**config.mk**
```make
export PLATFORM = sky130hd
export DESIGN_NAME = dbg_trig_unit
export DESIGN_NICKNAME = d
export VERILOG_FILES = /design/src/rtl/dbg_trig_pkg.sv /design/src/rtl/dbg_trig_regs.sv /design/src/rtl/dbg_trig_level.sv /design/src/rtl/dbg_trig_seq.sv /design/src/rtl/dbg_trig_unit.sv
export SDC_FILE = /design/constraint.sdc
export NUM_CORES = 1
export LEC_CHECK = 0
export BUFFER_PORTS_ARGS = -buffer_cell sky130_fd_sc_hd__buf_2
export CORE_MARGIN = 1
export CORE_UTILIZATION = 30
export CTS_CLUSTER_DIAMETER = 50
export DETAILED_ROUTE_END_ITERATION = 10
export SETUP_SLACK_MARGIN = 0.02
export SLEW_MARGIN = 0
export SYNTH_ARGS = -nofsm -noshare
export SYNTH_HDL_FRONTEND = slang
export SYNTH_SLANG_ARGS = --single-unit
export TNS_END_PERCENT = 30
```
**constraint.sdc**
```tcl
create_clock -name clk -period 3.36 [get_ports clk]
set_input_delay 0.504 -clock clk [delete_from_list [all_inputs] [get_ports clk]]
set_output_delay 0.504 -clock clk [all_outputs]
set_load 0.02 [all_outputs]
```
**src/rtl/dbg_trig_pkg.sv**
```systemverilog
package dbg_trig_pkg;
  // One level's control field, LSB first: en, or_mode, pc_en, pc_inv,
  // addr_eq, addr_in, addr_out, data_en, data_inv.
  typedef struct packed {
    logic data_inv;
    logic data_en;
    logic addr_out;
    logic addr_in;
    logic addr_eq;
    logic pc_inv;
    logic pc_en;
    logic or_mode;
    logic en;
  } lvl_cfg_t;

  localparam int LVL_BITS = $bits(lvl_cfg_t);
  localparam int NUM_LVL  = 2;
  localparam int CTRL_W   = NUM_LVL * LVL_BITS + 1;
  localparam int DBL_BIT  = NUM_LVL * LVL_BITS;
  localparam int RAW      = 3;

  localparam logic [RAW-1:0] REG_CTRL  = 3'd0;
  localparam logic [RAW-1:0] REG_PCB   = 3'd1;
  localparam logic [RAW-1:0] REG_PCM   = 3'd2;
  localparam logic [RAW-1:0] REG_ALO   = 3'd3;
  localparam logic [RAW-1:0] REG_AHI   = 3'd4;
  localparam logic [RAW-1:0] REG_DVAL  = 3'd5;
endpackage

```
**src/rtl/dbg_trig_regs.sv**
```systemverilog
module dbg_trig_regs
  import dbg_trig_pkg::*;
#(
  parameter int AW = 32,
  parameter int DW = 32
) (
  input  logic              clk,
  input  logic              rst_n,
  input  logic              wr_en,
  input  logic [RAW-1:0]    wr_addr,
  input  logic [DW-1:0]     wr_data,
  output logic [CTRL_W-1:0] ctrl_q,
  output logic [AW-1:0]     pc_base_q,
  output logic [AW-1:0]     pc_mask_q,
  output logic [AW-1:0]     addr_lo_q,
  output logic [AW-1:0]     addr_hi_q,
  output logic [DW-1:0]     data_val_q
);
  always_ff @(posedge clk) begin
    if (!rst_n) begin
      ctrl_q     <= '0;
      pc_base_q  <= '0;
      pc_mask_q  <= '0;
      addr_lo_q  <= '0;
      addr_hi_q  <= '0;
      data_val_q <= '0;
    end else if (wr_en) begin
      case (wr_addr)
        REG_CTRL: ctrl_q     <= wr_data[CTRL_W-1:0];
        REG_PCB:  pc_base_q  <= wr_data[AW-1:0];
        REG_PCM:  pc_mask_q  <= wr_data[AW-1:0];
        REG_ALO:  addr_lo_q  <= wr_data[AW-1:0];
        REG_AHI:  addr_hi_q  <= wr_data[AW-1:0];
        REG_DVAL: data_val_q <= wr_data;
        default:  ;
      endcase
    end
  end

  // configuration is clear in the cycle after reset
  AST_RESET_CLEARS_CTRL: assert property (@(posedge clk) !rst_n |=> ctrl_q == '0);
endmodule

```
**src/rtl/dbg_trig_level.sv**
```systemverilog
module dbg_trig_level
  import dbg_trig_pkg::*;
#(
  parameter int AW = 32,
  parameter int DW = 32
) (
  input  lvl_cfg_t      cfg,
  input  logic [AW-1:0] pc,
  input  logic [AW-1:0] addr,
  input  logic [DW-1:0] data,
  input  logic [AW-1:0] pc_base,
  input  logic [AW-1:0] pc_mask,
  input  logic [AW-1:0] addr_lo,
  input  logic [AW-1:0] addr_hi,
  input  logic [DW-1:0] data_val,
  output logic          fire
);
  function automatic logic region_hit(input logic [AW-1:0] v, b, m);
    return ((v ^ b) & ~m) == '0;
  endfunction

  function automatic logic in_span(input logic [AW-1:0] v, lo, hi);
    return (v >= lo) && (v <= hi);
  endfunction

  // Named internal events
  logic pc_match, addr_span, addr_match, addr_on, data_match, ad_on, ad_ok;
  logic and_fire, or_fire;

  always_comb begin
    pc_match   = region_hit(pc, pc_base, pc_mask) ^ cfg.pc_inv;
    addr_span  = in_span(addr, addr_lo, addr_hi);
    addr_match = (cfg.addr_eq  && (addr == addr_lo)) ||
                 (cfg.addr_in  && addr_span) ||
                 (cfg.addr_out && !addr_span);
    addr_on    = cfg.addr_eq || cfg.addr_in || cfg.addr_out;
    data_match = (data == data_val) ^ cfg.data_inv;
    ad_on      = addr_on || cfg.data_en;
    ad_ok      = (!addr_on || addr_match) && (!cfg.data_en || data_match);
    and_fire   = (cfg.pc_en || ad_on) && (!cfg.pc_en || pc_match) && (!ad_on || ad_ok);
    or_fire    = (cfg.pc_en && pc_match) || (ad_on && ad_ok);
    fire       = cfg.en && (cfg.or_mode ? or_fire : and_fire);
  end
endmodule

```
**src/rtl/dbg_trig_seq.sv**
```systemverilog
module dbg_trig_seq (
  input  logic clk,
  input  logic rst_n,
  input  logic acc_valid,
  input  logic wr_en,
  input  logic dbl_mode,
  input  logic l1_fire,
  input  logic l2_fire,
  output logic l1_hit_q,
  output logic l2_hit_q,
  output logic trig_q,
  output logic armed_q
);
  logic l1_evt, l2_evt, armed_d;

  always_comb begin
    l1_evt = acc_valid && l1_fire;
    l2_evt = acc_valid && l2_fire && armed_q && dbl_mode && !wr_en;
    if (wr_en || !dbl_mode) armed_d = 1'b0;
    else if (armed_q)       armed_d = !l2_evt;
    else                    armed_d = l1_evt;
  end

  always_ff @(posedge clk) begin
    if (!rst_n) begin
      l1_hit_q <= 1'b0;
      l2_hit_q <= 1'b0;
      trig_q   <= 1'b0;
      armed_q  <= 1'b0;
    end else begin
      l1_hit_q <= l1_evt;
      l2_hit_q <= l2_evt;
      trig_q   <= dbl_mode ? l2_evt : l1_evt;
      armed_q  <= armed_d;
    end
  end

  AST_IDLE_NO_HIT:  assert property (@(posedge clk) disable iff (!rst_n)
    !acc_valid |=> !l1_hit_q && !l2_hit_q && !trig_q);
  AST_SINGLE_NO_L2: assert property (@(posedge clk) disable iff (!rst_n)
    !dbl_mode |=> !l2_hit_q);
  AST_L2_NEEDS_ARM: assert property (@(posedge clk) disable iff (!rst_n)
    !armed_q |=> !l2_hit_q);
  AST_FIRE_DISARMS: assert property (@(posedge clk) disable iff (!rst_n)
    l2_hit_q |-> !armed_q);
  AST_WR_DISARMS:   assert property (@(posedge clk) disable iff (!rst_n)
    wr_en |=> !armed_q && !l2_hit_q);
endmodule

```
**src/rtl/dbg_trig_unit.sv**
```systemverilog
module dbg_trig_unit
  import dbg_trig_pkg::*;
#(
  parameter int AW = 32,
  parameter int DW = 32
) (
  input  logic          clk,
  input  logic          rst_n,
  input  logic          wr_en,
  input  logic [2:0]    wr_addr,
  input  logic [DW-1:0] wr_data,
  input  logic          acc_valid,
  input  logic [AW-1:0] acc_pc,
  input  logic [AW-1:0] acc_addr,
  input  logic [DW-1:0] acc_data,
  output logic          l1_hit,
  output logic          l2_hit,
  output logic          trig
);
  logic [CTRL_W-1:0] ctrl_q;
  logic [AW-1:0]     pc_base_q, pc_mask_q, addr_lo_q, addr_hi_q;
  logic [DW-1:0]     data_val_q;
  lvl_cfg_t          cfg [NUM_LVL];
  logic [NUM_LVL-1:0] fire;
  logic              dbl_mode, armed_q;

  dbg_trig_regs #(.AW(AW), .DW(DW)) u_regs (
    .clk(clk), .rst_n(rst_n), .wr_en(wr_en), .wr_addr(wr_addr), .wr_data(wr_data),
    .ctrl_q(ctrl_q), .pc_base_q(pc_base_q), .pc_mask_q(pc_mask_q),
    .addr_lo_q(addr_lo_q), .addr_hi_q(addr_hi_q), .data_val_q(data_val_q)
  );

  assign dbl_mode = ctrl_q[DBL_BIT];

  for (genvar g = 0; g < NUM_LVL; g++) begin : g_lvl
    assign cfg[g] = lvl_cfg_t'(ctrl_q[g*LVL_BITS +: LVL_BITS]);
    dbg_trig_level #(.AW(AW), .DW(DW)) u_level (
      .cfg(cfg[g]), .pc(acc_pc), .addr(acc_addr), .data(acc_data),
      .pc_base(pc_base_q), .pc_mask(pc_mask_q), .addr_lo(addr_lo_q),
      .addr_hi(addr_hi_q), .data_val(data_val_q), .fire(fire[g])
    );
  end

  dbg_trig_seq u_seq (
    .clk(clk), .rst_n(rst_n), .acc_valid(acc_valid), .wr_en(wr_en),
    .dbl_mode(dbl_mode), .l1_fire(fire[0]), .l2_fire(fire[1]),
    .l1_hit_q(l1_hit), .l2_hit_q(l2_hit), .trig_q(trig), .armed_q(armed_q)
  );

  AST_L1_NEEDS_EN: assert property (@(posedge clk) disable iff (!rst_n)
    !cfg[0].en |=> !l1_hit);
  AST_ARM_NEEDS_L1: assert property (@(posedge clk) disable iff (!rst_n)
    !armed_q && !fire[0] |=> !armed_q);
endmodule

```
==> summary.txt <==
status: finished clean
final setup fails: 0
Worst setup EP type: register
most instantiated cells after synthesis: nand2_1, a21oi_1, dfxtp_1
crit-path max FO: 3
crit-path max cell delay: 0.44 ns
Post-CTS Hold Buffers: 0
EDFF count, synth: 0
main flop type after synthesis: dfxtp_1
CP startpoint: u_regs.addr_hi_q[27]
initial antenna violation count: 1
CP Data Required Time: 3.69 ns
placed cell area: 10030 µm²
Worst Hold Launch: rst_n
row cnt: 62
slew margin rel.: 0.1859
Worst-Margin Slew: 1.218 ns
Wirelength per Cell: 16.91 µm
Post-Syn Instances: 1159
Ports: 138
HP Class: primary input to register
CTS buffer count: 17
synth unique cells: 47
cts repair resizes: 0
slowest library cell on the worst path: nor4_1
largest net degree at the start of global routing: 78
ANT cells: 0
Fin. Hold Viols: 0
final critical-path required period: 2.553 ns
clk root buf: clkbuf_16
Initial DRC Count: 504
yosys warns: 0
Vias: 7949
unrepaired setup endpoints after global routing: false
top achievable clock speed: 0.3916 GHz
routability cong.: 0.8287
crit path DAT: 2.89 ns
first-pass GRT wire length: 43350 µm
CP startpoint kind: register
Worst R2R Path Depth: 11
clock skew: 0.01389 ns
reg2reg start: u_regs.addr_hi_q[27]
grt ovf: 0
die area: 30410 µm²
largest cells by area after synthesis: dfxtp_1, nand2_1, a21oi_1, ha_1, xnor2_1
die span in y: 174.4 µm
Final ANT Viol Nets: 0
Nets: 1475
capturing point of the worst reg2reg path: u_seq.armed_q
most frequent cell after synthesis: nand2_1
cell area after layout: 10630 µm²
Post-Route WL: 28300 µm
# port buffers: 137
hold worst-path end: u_seq.l1_hit_q
r2r setup slk: 0.81 ns
vias in the first global route: 7556
clk_lat worst skew: 0.44 ns
detailed placement HPWL: 20490 µm
Pre-antenna DRT Iters: 5
PwrDens: 455.3 nW/µm²
CTS sink cnt: 183
fraction of synthesized cell area taken by the top area cell type: 0.4109
CTS clk-pin slew, worst paths: 0.08 ns
max_cap viols: 0
final setup TNS: 0 ns
leakage power: 0.003872 µW
postcts setup bufs: 0
sequential area share after synthesis: 0.4109
worst vdd rail ir drop: 0.2777 mV
Core Region: 28940 µm²
flops & latches, synth: 183
Synth area leader: dfxtp_1
CTS tree: built
Layout area overhead: 19.24%
Avg Inst Size Synth: 7.692 µm²
Residual DRC: 0
max-slew violation count: 0
Initial Utilization: 0.3081
Hold Path Depth: 2
CP Cell Sequence: inv_1, ha_1, nand4_2, nor4_1, buf_4, nand2_1, o311a_1, a21o_1, nor4b_4, o31ai_2, o2111a_1
Setup CP Type: register to register
Total GRT Usage: 0.1883
Period Utilization, post-route: 0.7600
number of vias per cell: 4.751
layout cells sized above 1: 0.1590
asr flop ratio synth: 0
Die Wd: 174.4 µm
syn_nets: 1358
synthesized area: 8915 µm²
H-Tree Depth: 4
CTS max path bufs: 2
[layout by cell type, fill, tap and decap left out, types with 3 or more instances in the layout]
cell and instances:
nand2_1 378, a21oi_1 208, dfxtp_1 183, buf_2 137, inv_1 65, ha_1 64
xnor2_1 33, xor2_1 33, clkbuf_16 17, o22ai_1 16, nand4_1 16, nor2_1 14
nor4_1 14, nand3_1 11, buf_4 11, nand2b_1 7, nor2b_1 5, a21o_1 5
o21ai_0 5, clkinv_4 5, nor2_2 4, nor3_1 4, and4_1 4, nand4_2 3
o211ai_1 3
[routing by layer]
layer	GRT usage	wire (µm)	part of all wire	up-vias
li1	-	-	-	4083
met1	0.2570	13520	0.48	3667
met2	0.3086	13230	0.47	174
met3	0.02931	1191	0.042	23
met4	0.04642	349	0.012	2
met5	0	10	0.00035	-
[worst max-delay path by stage]
stage | slack, ns | end | cells after the start
after floorplan | 0.85 | u_seq.armed_q | 9
after global placement | 0.56 | u_seq.armed_q | 11
after detailed placement | 0.51 | u_seq.armed_q | 11
after CTS | 0.76 | u_seq.armed_q | 11
after global routing | 0.66 | u_seq.armed_q | 10
final | 0.81 | u_seq.armed_q | 11
[cell type report]
type | instances | area [µm²]
Clock buffer | 19 | 452.9
Clock inverter | 13 | 146.4
Fill cell | 3050 | 18310
Inverter | 66 | 250.2
Multi-Input combinational cell | 858 | 4828
Sequential cell | 183 | 3664
Tap cell | 384 | 480.5
Timing Repair Buffer | 150 | 808.3
[cell families after synthesis]
kind of cell / count (synthesis) / synth area share
buffers and inverters: 118 / 0.04968
and+or+nand+nor: 469 / 0.2223
muxes: 2 / 0.002386
AOI/OAI and AO/OA: 257 / 0.1600
xor gates and xnor gates: 66 / 0.06484
DFF: 183 / 0.4109
adders and majority gates: 64 / 0.08982
[per-stage QoR]
step | util | setup slack (ns) | total power [µW] | std cells | hold WS, ns
2_1_floorplan | - | 0.8546 | 2564 | 1159 | 0.4317
3_3_place_gp | 0.3467 | 0.5646 | 2815 | 1641 | 0.4386
3_5_place_dp | 0.3467 | 0.5052 | 2825 | 1641 | 0.4439
4_1_cts | 0.3674 | 0.7628 | 4876 | 1673 | 0.3555
5_1_grt | 0.3674 | 0.6573 | 5031 | 1673 | 0.3626
6_report | 0.3674 | 0.8065 | 4840 | 1673 | 0.3619
[report_power, final]
group / leakage, µW / total, µW / switching, µW / internal (µW)
Sequential: 0.00148 / 2240 / 25.8 / 2210
Clock: 0.000290 / 2070 / 923 / 1140
Combinational: 0.00210 / 533 / 330 / 203
[flip-flops by register name (all words and copies together), names as in the netlist]
register,flops
u_regs.addr_hi_q,32
u_regs.addr_lo_q,32
u_regs.ctrl_q,19
u_regs.data_val_q,32
u_regs.pc_base_q,32
u_regs.pc_mask_q,32
u_seq.armed_q,1
u_seq.l1_hit_q,1
u_seq.l2_hit_q,1
u_seq.trig_q,1
[critical path, delay by kind of cell (launching register included)]
kind | cells | cell delay, ns
flops | 1 | 0.33
compound gates | 4 | 0.66
simple gates | 4 | 0.90
fa+ha+maj | 1 | 0.31
buf+inv | 2 | 0.24
Power figures use the tool's default switching activity.
